<file path="src/rtl/haf_pkg.sv">
package haf_pkg;

    localparam int BYTE_W = 8;

    typedef enum logic [2:0] {
        ST_IDLE,
        ST_HOLD,
        ST_FLUSH,
        ST_PASS,
        ST_DROP
    } haf_state_t;

endpackage

</file>
<file path="src/rtl/haf_addr_match.sv">
module haf_addr_match #(
    parameter int ADDR_W = 7
) (
    input  logic [ADDR_W-1:0] addr_field,
    input  logic              cfg_wide,
    input  logic              a1_en,
    input  logic [ADDR_W-1:0] a1_addr,
    input  logic              a2_en,
    input  logic [ADDR_W-1:0] a2_addr,
    output logic              hit1,
    output logic              hit2,
    output logic              allcall
);

    logic [ADDR_W-1:0] cmp_mask;

    // the lowest address bit takes part only in the wide compare
    for (genvar g = 0; g < ADDR_W; g++) begin : g_mask
        if (g == 0) begin : g_lsb
            assign cmp_mask[g] = cfg_wide;
        end else begin : g_hi
            assign cmp_mask[g] = 1'b1;
        end
    end

    always_comb begin
        hit1    = !a1_en || (((addr_field ^ a1_addr) & cmp_mask) == '0);
        hit2    = !a2_en || (addr_field == a2_addr);
        allcall = a1_en && a2_en && (&addr_field);
    end

endmodule

</file>
<file path="src/rtl/haf_byte_hold.sv">
module haf_byte_hold #(
    parameter int BYTE_W = 8
) (
    input  logic              clk,
    input  logic              rst_n,
    input  logic              load,
    input  logic [BYTE_W-1:0] d_in,
    input  logic              last_in,
    output logic [BYTE_W-1:0] q,
    output logic              last_q
);

    always_ff @(posedge clk) begin
        if (!rst_n) begin
            q      <= '0;
            last_q <= 1'b0;
        end else if (load) begin
            q      <= d_in;
            last_q <= last_in;
        end
    end

endmodule

</file>
<file path="src/rtl/hdlc_rx_addr_filter.sv">
module hdlc_rx_addr_filter #(
    parameter int BYTE_W = haf_pkg::BYTE_W
) (
    input  logic              clk,
    input  logic              rst_n,
    input  logic              in_valid,
    input  logic [BYTE_W-1:0] in_data,
    input  logic              in_sof,
    input  logic              in_eof,
    input  logic              cfg_filt_en,
    input  logic              cfg_wide_a1,
    input  logic              cfg_a1_en,
    input  logic [BYTE_W-2:0] cfg_a1_addr,
    input  logic              cfg_a2_en,
    input  logic [BYTE_W-2:0] cfg_a2_addr,
    output logic              wr_en,
    output logic [BYTE_W-1:0] wr_data,
    output logic              wr_last
);
    import haf_pkg::*;

    localparam int ADDR_W = BYTE_W - 1;

    haf_state_t        state, state_n;
    logic              hit1, hit2, allcall;
    logic              start, mid;
    logic              emit_cur, emit_held, load_hold;
    logic [BYTE_W-1:0] held_data;
    logic              held_last;

    haf_addr_match #(.ADDR_W(ADDR_W)) u_match (
        .addr_field (in_data[BYTE_W-1:1]),
        .cfg_wide   (cfg_wide_a1),
        .a1_en      (cfg_a1_en),
        .a1_addr    (cfg_a1_addr),
        .a2_en      (cfg_a2_en),
        .a2_addr    (cfg_a2_addr),
        .hit1       (hit1),
        .hit2       (hit2),
        .allcall    (allcall)
    );

    haf_byte_hold #(.BYTE_W(BYTE_W)) u_hold (
        .clk     (clk),
        .rst_n   (rst_n),
        .load    (load_hold),
        .d_in    (in_data),
        .last_in (in_eof),
        .q       (held_data),
        .last_q  (held_last)
    );

    assign start = in_valid && in_sof;
    assign mid   = in_valid && !in_sof;

    // next-state and datapath control
    always_comb begin
        state_n   = state;
        emit_cur  = 1'b0;
        emit_held = 1'b0;
        load_hold = 1'b0;
        if (state == ST_FLUSH) begin
            emit_held = 1'b1;
            state_n   = held_last ? ST_IDLE : ST_PASS;
        end else if (start) begin
            if (!cfg_filt_en || allcall || (hit1 && !cfg_a2_en)) begin
                emit_cur = 1'b1;
                state_n  = in_eof ? ST_IDLE : ST_PASS;
            end else if (!hit1) begin
                state_n  = in_eof ? ST_IDLE : ST_DROP;
            end else if (in_eof) begin
                state_n  = ST_IDLE;
            end else begin
                load_hold = 1'b1;
                state_n   = ST_HOLD;
            end
        end else if (mid) begin
            unique case (state)
                ST_IDLE: begin
                    state_n = ST_IDLE;
                end
                ST_PASS: begin
                    emit_cur = 1'b1;
                    state_n  = in_eof ? ST_IDLE : ST_PASS;
                end
                ST_DROP: begin
                    state_n = in_eof ? ST_IDLE : ST_DROP;
                end
                ST_HOLD: begin
                    if (hit2) begin
                        emit_held = 1'b1;
                        load_hold = 1'b1;
                        state_n   = ST_FLUSH;
                    end else begin
                        state_n = in_eof ? ST_IDLE : ST_DROP;
                    end
                end
                default: begin
                    state_n = ST_IDLE;
                end
            endcase
        end
    end

    // state register
    always_ff @(posedge clk) begin
        if (!rst_n) begin
            state <= ST_IDLE;
        end else begin
            state <= state_n;
        end
    end

    // registered FIFO write port
    always_ff @(posedge clk) begin
        if (!rst_n) begin
            wr_en   <= 1'b0;
            wr_data <= '0;
            wr_last <= 1'b0;
        end else begin
            wr_en <= emit_cur || emit_held;
            if (emit_held) begin
                wr_data <= held_data;
                wr_last <= held_last;
            end else if (emit_cur) begin
                wr_data <= in_data;
                wr_last <= in_eof;
            end
        end
    end

endmodule

</file>
<file path="config.mk">
export PLATFORM = sky130hd
export DESIGN_NAME = hdlc_rx_addr_filter
export DESIGN_NICKNAME = d
export VERILOG_FILES = /design/src/rtl/haf_pkg.sv /design/src/rtl/haf_addr_match.sv /design/src/rtl/haf_byte_hold.sv /design/src/rtl/hdlc_rx_addr_filter.sv
export SDC_FILE = /design/constraint.sdc
export NUM_CORES = 1
export LEC_CHECK = 0
export BUFFER_PORTS_ARGS = -buffer_cell sky130_fd_sc_hd__clkbuf_2
export CORE_MARGIN = 4
export CORE_UTILIZATION = 40
export DETAILED_ROUTE_END_ITERATION = 7
export PLACE_DENSITY = 0.66
export SLEW_MARGIN = 10
export SYNTH_ARGS = -nofsm -noshare
export SYNTH_HDL_FRONTEND = slang
export SYNTH_SLANG_ARGS = --single-unit
</file>
<file path="constraint.sdc">
create_clock -name clk -period 2.03 [get_ports clk]
set_clock_uncertainty 0.15 [all_clocks]
set_input_delay 0.406 -clock clk [delete_from_list [all_inputs] [get_ports clk]]
set_output_delay 0.406 -clock clk [all_outputs]
set_load 0.03 [all_outputs]
</file>
==> results of run 1 <==
-- metal layers --
layer	track usage, %	vias to the layer above
li1	-	629
met1	19.3	536
met2	27.2	31
met3	3.68	5
met4	4.04	0
met5	0	-
-- logic make-up (layout without fill, tap and decap cells) --
logic type,count (synthesis),count (layout)
AO/OA/AOI/OAI,38,38
flip-flops,22,22
buffers and inverters,10,71
multiplexers,18,18
AND/OR/NAND/NOR,42,42
XOR/XNOR,14,14
-- final cells by class --
| type | count | area [um2] | share of cell area (%) |
|---|---|---|---|
| multi-input cells | 112 | 756 | 45.0 |
| clock inverters | 1 | 30.0 | 1.79 |
| flip-flops and latches | 22 | 440 | 26.2 |
| repair buffers | 64 | 380 | 22.7 |
| inverters | 3 | 11.3 | 0.671 |
| clock buffers | 3 | 22.5 | 1.34 |
| well taps | 31 | 38.8 | 2.31 |
-- flip-flops by register name, indices dropped and copies added, names as in the netlist --
register	cells
state	3
u_hold.last_q	1
u_hold.q	8
wr_data	8
wr_en	1
wr_last	1
-- tightest hold or removal path, delay by kind of cell --
kind	cells	cell delay (ns)
simple gates	1	0.05
mux	1	0.05
buf+inv	1	0.09
-- power by group --
group | internal [mW] | total (mW) | switching [mW] | leakage (nW)
sequential | 0.456 | 0.470 | 0.0135 | 0.179
clock | 0.200 | 0.340 | 0.141 | 0.0279
combinational | 0.120 | 0.267 | 0.147 | 0.595
-- final timing paths --
| path | slack (ns) | cells past startpoint | end | startpoint |
|---|---|---|---|---|
| max | 0.15 | 8 | u_hold.q[5] | in_data[6] |
| min | 0.16 | 3 | u_hold.q[0] | in_data[0] |
| max reg2reg | 0.17 | 6 | u_hold.q[5] | state[2] |
| min reg2reg | 0.32 | 2 | u_hold.q[7] | u_hold.q[7] |
-- cells in the final DEF (no fill, tap or decap), types with 2 or more instances in the layout --
| cell | count |
|---|---|
| clkbuf_2 | 40 |
| nand2_1 | 26 |
| buf_4 | 24 |
| dfxtp_1 | 22 |
| mux2i_1 | 18 |
| o21ai_0 | 14 |
| xor2_1 | 10 |
| a21oi_1 | 9 |
| nand3_1 | 4 |
| xnor2_1 | 4 |
| nor2b_1 | 3 |
| a21oi_2 | 3 |
| inv_1 | 3 |
| clkbuf_4 | 3 |
| nand4_1 | 2 |
| o31a_1 | 2 |
| nand2b_1 | 2 |
-- stage by stage --
step / power (mW) / hold slack (ns)
5_1_grt: 1.13 / 0.177
6_report: 1.08 / 0.160
3_3_place_gp: 0.741 / 0.293
2_1_floorplan: 0.629 / 0.285
3_5_place_dp: 0.748 / 0.303
4_1_cts: 1.09 / 0.146
==> metrics.txt, run 1 <==
status finished, final reports clean; Avg Vias per Cell 5.09; xor/xnor share of the synthesized area 9.85%; period utilisation layout 92.8%; initial antenna violation count 0; YS warnings 0; Clock Latency Late Sink 0.31 ns; hold crit path type in -> reg; cell area after layout 0.00168 mm2; maximum fanout along the worst path 9; Iter 0 DRT Violations 32; largest net degree at the start of global routing 24; Die Width 63.8 um; DR WL/cell 13.0 um; met2 wire len 1450 um; Min Clock Period, post-route 1.88 ns; post-route setup TNS 0 ns; maxcap violations 0; I/O pins 41; Syn Area/Cell 8.65 um2; CTS tree built; worst slack, placed -0.181 ns; DRC viols 0; largest family of logic cells by synthesized area compound AO/OA/AOI/OAI gates; Req. time, crit path 2.13 ns; Top Layer Used met4; CP cell instances clkbuf_2, buf_4, xor2_1, nor4_1, a21boi_1, buf_4, o31a_1, mux2i_1; H-tree level count 1; Buffers & Inverters on Critical Path 3; simple-gate portion of the synthesized area 15.7%; first-pass GRT wire length 5190 um; CP endpoint kind register; Compound-Gate Fraction of Synth Area 20.7%; Clock Sinks 22; placed insts 232; die area 0.00407 mm2; # setup viols final 0; share of flip-flops with an asynchronous set or reset 0%; power per cell area 641 mW/mm2; DRT antenna net count 0; number of synthesized flops with an enable pin 0; Setup Crit Path Kind in -> reg; CP top delay family compound AO/OA/AOI/OAI gates; FP Rows 19; Peak VDD IR 0.451 mV; Die H 63.8 um; register area share after synthesis 35.4%; Most common cell on crit path buf_4; Core ar. 0.00285 mm2; Post-Syn Instances 144; M1 WL 1420 um; mux cell area share after synthesis 14.5%; CP startpoint kind primary input; Leak Pwr 0.802 nW; post-cts resize count 0; Slew @ Worst Pin 0.661 ns; WP data arrival 1.98 ns; clock-pin slew on the worst setup and hold paths 0.13 ns; CTS Root Cell clkbuf_4; max-slew violation count 0; fillers 261; I/O Buffers 40; CP peak stage delay 0.47 ns; RD Place Congestion 0.774; final setup margin 0.145 ns; total track usage 15.6%; syn nets 175; top cells by count, synth 26 x nand2_1, 22 x dfxtp_1, 18 x mux2i_1, 14 x o21ai_0, 10 x xor2_1; Area after DPL 0.00163 mm2; RSZ-0062 raised after global routing false; routed wl met3 174 um; Vias 1201; vias in the first global route 1202; Post-CTS Setup Bufs 0; layout cells sized above 1 36.1%; post-synthesis instance area 0.00124 mm2; Final Hold Fails 0; Area growth syn-to-layout 34.9%; Diodes inserted 0; global route overflow 0; CTS Hold Bufs 0; final std cells w/o fill 236; clk buf depth 2; Nets 237; Relative slew margins 56.0%; Post-synth top flop dfxtp_1; final wirelength 3080 um; Synth area leaders dfxtp_1 35%, mux2i_1 14%, nand2_1 7.8%, xor2_1 7.0%, o21ai_0 5.6%; initial core utilization 43.6%; CTS buffer count 3; #FFs+latches synth 22; hpwl dp 2460 um; post-synth top area share 35.4%; Yosys top cell by area dfxtp_1; Util after Layout 58.9%; Max Fclk 0.531 GHz; Slowest cell on crit path o31a_1; Netlist cell types 32; Adder-Cell Fraction of Synth Area 0%; TritonRoute pass-1 iters 4; count leader, synth nand2_1
No activity file was read; power rests on OpenSTA's default activity.
==> run 2, diff against run 1 <==
- CORE_UTILIZATION: 40 -> 49
- PLACE_DENSITY: 0.66 -> 0.78
==> metrics.txt, run 2 (synthesis gave the netlist of run 1 again) <==
Sw Share 30.5%; DRT antenna net count 0; hold crit path type in -> reg; Leak Pwr 0.778 nW; Max Fclk 0.538 GHz; power per cell area 596 mW/mm2; layout cells sized above 1 35.8%; Storage cell area 440 um2; Iter 0 DRT Violations 34; Final Hold Fails 0; worst slack, placed -0.216 ns; Req. time, crit path 2.14 ns; Clock Latency Late Sink 0.31 ns; Avg Vias per Cell 5.27; period utilisation layout 91.6%; cell area after layout 0.00164 mm2; commonest non-fill, non-tap cell in the layout clkbuf_2; final setup margin 0.171 ns; TritonRoute pass-1 iters 4; post-route setup TNS 0 ns; max-slew violation count 0; vias in the first global route 1176; Die H 58.4 um; initial core utilization 50.7%; total track usage 18.5%; Largest regs u_hold.q x8, wr_data x8, state x3; DR WL/cell 13.4 um; fillers 214; maxcap violations 0; Post-CTS Setup Bufs 0; Area after DPL 0.00160 mm2; Buffers & Inverters on Critical Path 0; WP data arrival 1.97 ns; status finished, final reports clean; clk buf depth 2; largest net degree at the start of global routing 21; CP peak stage delay 0.61 ns; NetSw 298 uW; I/O pins 41; Core ar. 0.00245 mm2; first-pass GRT wire length 4960 um; Area growth syn-to-layout 31.6%; DRC viols 0; Diodes inserted 0; CTS tree built; global route overflow 0; CP top delay family compound AO/OA/AOI/OAI gates; I/O Buffers 40; # setup viols final 0; internal power 679 uW; CTS buffer count 3; Die Width 58.4 um; maximum fanout along the worst path 18; CP endpoint kind register; RSZ-0062 raised after global routing false; RD Place Congestion 0.893; hpwl dp 2420 um; post-cts resize count 0; FP Rows 18; Nets 233; final wirelength 3090 um; die area 0.00341 mm2; initial antenna violation count 0; Slowest cell on crit path a22oi_2; Clk pwr share 25.2%; clock-pin slew on the worst setup and hold paths 0.12 ns; Setup Crit Path Kind reg -> reg; CP startpoint kind register; CP cell instances nand2b_1, nor3b_2, nor2b_1, a22oi_2, o21ai_0, a21oi_2; share of power burned in registers 48.1%; Slew @ Worst Pin 0.727 ns; Min Clock Period, post-route 1.86 ns; Peak VDD IR 0.514 mV; most frequent cells in the layout 40 x clkbuf_2, 26 x nand2_1, 22 x dfxtp_1, 20 x buf_4, 18 x mux2i_1; Comb power frac 26.7%; Design Power 977 uW; Vias 1217; Clock Sinks 22; H-tree level count 1; Relative slew margins 51.5%; area of the multi-input gates 762 um2; CTS Hold Bufs 0; CTS Root Cell clkbuf_4
## run 2: cell count changes in the layout (fill, tap and decap cells not counted)
cell	previous run	this run
nor3b_2	0	1
o31a_2	0	1
bufinv_16	1	0
o31a_1	2	1
buf_4	24	20
clkbuf_8	0	1
nor3b_1	1	0
## run 2: path summary, 6_finish.rpt
path	from	end	slack [ns]	cells after the start
max	state[2]	wr_data[7]	0.17	6
min	in_data[0]	u_hold.q[0]	0.18	3
max reg2reg	state[2]	wr_data[7]	0.17	6
min reg2reg	u_hold.q[2]	u_hold.q[2]	0.32	2
## run 2: area by class of cell
| class | instances | share of cell area (%) |
|---|---|---|
| inverter | 3 | 0.688 |
| tap | 30 | 2.29 |
| timing repair buffer | 60 | 21.4 |
| sequential | 22 | 26.9 |
| multi-input combinational | 112 | 46.5 |
| clock buffer | 4 | 2.22 |
## run 2: through the flow
stage,utilization (%),cells,hold WS (ns)
after global routing,66.7,231,0.198
final,66.7,231,0.184
after CTS,66.5,231,0.186
after detailed placement,65.0,227,0.306
after floorplan,-,144,0.285
after global placement,65.0,227,0.292
## run 2: power by group through the flow
| stage | clock, mW | sequential (mW) | combinational, mW |
|---|---|---|---|
| finish | 0.246 | 0.470 | 0.261 |
| global route | 0.268 | 0.473 | 0.284 |
| CTS | 0.245 | 0.470 | 0.262 |
| detailed placement | 0 | 0.479 | 0.260 |
| global placement | 0 | 0.479 | 0.253 |
| floorplan | 0 | 0.516 | 0.113 |
## run 2: tightest hold or removal path, stage by stage
cell and delay, ns:
clkbuf_2 0.09, nand2_1 0.05, mux2i_1 0.06
## run 2: routing by layer
layer  global-route usage (%)  part of all wire [%]  vias to the layer above
met1                     22.5                    45                      548
met5                        0                     0                        -
li1                         -                     -                      625
met4                     5.96                  0.74                        0
met2                     32.9                    47                       40
met3                     3.07                   7.2                        4
==> run 3, diff against run 2 <==
- CORE_UTILIZATION: 49 -> 30
- PLACE_DENSITY: 0.78 -> 0.52
==> metrics.txt, run 3 (synthesis gave the netlist of run 1 again) <==
status finished, final reports clean; Setup crit end wr_data[1]; CTS Hold Bufs 0; die area 0.00524 mm2; final std cells w/o fill 247; final setup margin 0.161 ns; CTS tree built; NetSw 322 uW; share of power burned in registers 40.9%; worst r2r dst wr_last; cell area after layout 0.00170 mm2; Max Fclk 0.535 GHz; hpwl dp 2590 um; Worst R2R Setup Slack 0.19 ns; initial core utilization 31.1%; Vias 1224; Die Width 72.4 um; DRC viols 0; CP peak stage delay 0.32 ns; I/O pins 41; Die H 72.4 um; power per cell area 679 mW/mm2; Diodes inserted 0; CP startpoint kind primary input; DRT antenna net count 0; post-route setup TNS 0 ns; Post-CTS Setup Bufs 0; Req. time, crit path 2.04 ns; total track usage 13.2%; Register-to-Register Path Depth 7; most frequent cells in the layout 40 x clkbuf_2, 26 x nand2_1, 22 x dfxtp_1, 18 x mux2i_1, 15 x buf_4; Area growth syn-to-layout 36.7%; Setup Crit Path Kind in -> reg; final wirelength 3280 um; Min Clock Period, post-route 1.87 ns; maxcap violations 0; initial antenna violation count 0; Final Hold Fails 0; maximum fanout along the worst path 4; Clk pwr share 36.4%; area of the multi-input gates 783 um2; worst slack, placed -0.188 ns; Clock Latency Late Sink 0.27 ns; Largest regs u_hold.q x8, wr_data x8, state x3; Area after DPL 0.00160 mm2; CTS buffer count 3; Leak Pwr 0.786 nW; TritonRoute pass-1 iters 4; H-tree level count 1; Core ar. 0.00400 mm2; vias in the first global route 1177; Final Hold Slack 0.236 ns; I/O Buffers 40; # setup viols final 0; Worst setup startpoint in_data[1]; Relative slew margins 75.0%; placed insts 243; FP Rows 23; WP data arrival 1.88 ns; R2R Path Start state[0]; hold crit path type in -> reg; CP endpoint kind register; RD Place Congestion 0.855; fillers 406; Clock Sinks 22; Peak VDD IR 0.428 mV; Design Power 1.16 mW; Avg Vias per Cell 4.96; clk buf depth 2; max-slew violation count 0; Sw Share 27.9%; first-pass GRT wire length 5520 um; Nets 229; internal power 833 uW; Storage cell area 440 um2; global route overflow 0; clock-pin slew on the worst setup and hold paths 0.08 ns; CTS Root Cell clkbuf_8; Slew @ Worst Pin 0.375 ns; Comb power frac 22.7%; largest net degree at the start of global routing 22; CP cell instances clkbuf_2, xor2_1, a211oi_1, a21boi_2, o31ai_2, buf_4, mux2i_1, a21oi_2; DR WL/cell 13.3 um; Util after Layout 42.5%; commonest non-fill, non-tap cell in the layout clkbuf_2; period utilisation layout 92.1%; Slowest cell on crit path a211oi_1; Iter 0 DRT Violations 66; layout cells sized above 1 35.5%
[run 3: changes by cell type in the layout (fill, tap and decap cells not counted), sizes merged]
cell / change
clkbuf: -1
buf: -4
bufinv: +1
[run 3: final cells by class]
class / instances / area share, %
Tap cell: 50 / 3.68
Clock buffer: 3 / 2.43
Sequential cell: 22 / 25.9
Clock inverter: 1 / 1.76
Timing Repair Buffer: 56 / 19.6
Multi-Input combinational cell: 112 / 46.0
Inverter: 3 / 0.662
[run 3: critical path: cells and delay by family]
| kind | cells | cell delay, ns |
|---|---|---|
| muxes | 1 | 0.22 |
| buffers and inverters | 2 | 0.33 |
| AOI/OAI and AO/OA | 4 | 0.76 |
| xor gates and xnor gates | 1 | 0.17 |
[run 3: layer usage]
metal	routed length (um)	GRT usage (%)	vias up
met1	1420	16.5	577
met3	132	3.19	4
met2	1710	22.4	25
met4	19	3.69	0
li1	-	-	618
met5	0	0	-
[run 3: power by group through the flow]
stage / sequential, mW / clock, mW / combinational [mW]
after global placement: 0.482 / 0 / 0.253
after detailed placement: 0.482 / 0 / 0.257
after CTS: 0.472 / 0.426 / 0.258
after floorplan: 0.516 / 0 / 0.113
after global routing: 0.476 / 0.447 / 0.290
final: 0.472 / 0.420 / 0.263
[run 3: what timing repair did]
item | in CTS | in global routing
gates resized for setup | 1 | 4
setup endpoints to repair | 1 | 16
gates cloned | 0 | 0
[run 3: worst min path at each step]
stage / start / end / slack, ns / cells past startpoint
finish: in_data[0] / u_hold.q[0] / 0.24 / 3
global route: in_data[0] / u_hold.q[0] / 0.25 / 3
CTS: in_data[0] / u_hold.q[0] / 0.23 / 3
detailed placement: u_hold.q[3] / u_hold.q[3] / 0.30 / 2
global placement: u_hold.q[3] / u_hold.q[3] / 0.29 / 2
floorplan: u_hold.q[0] / u_hold.q[0] / 0.28 / 2
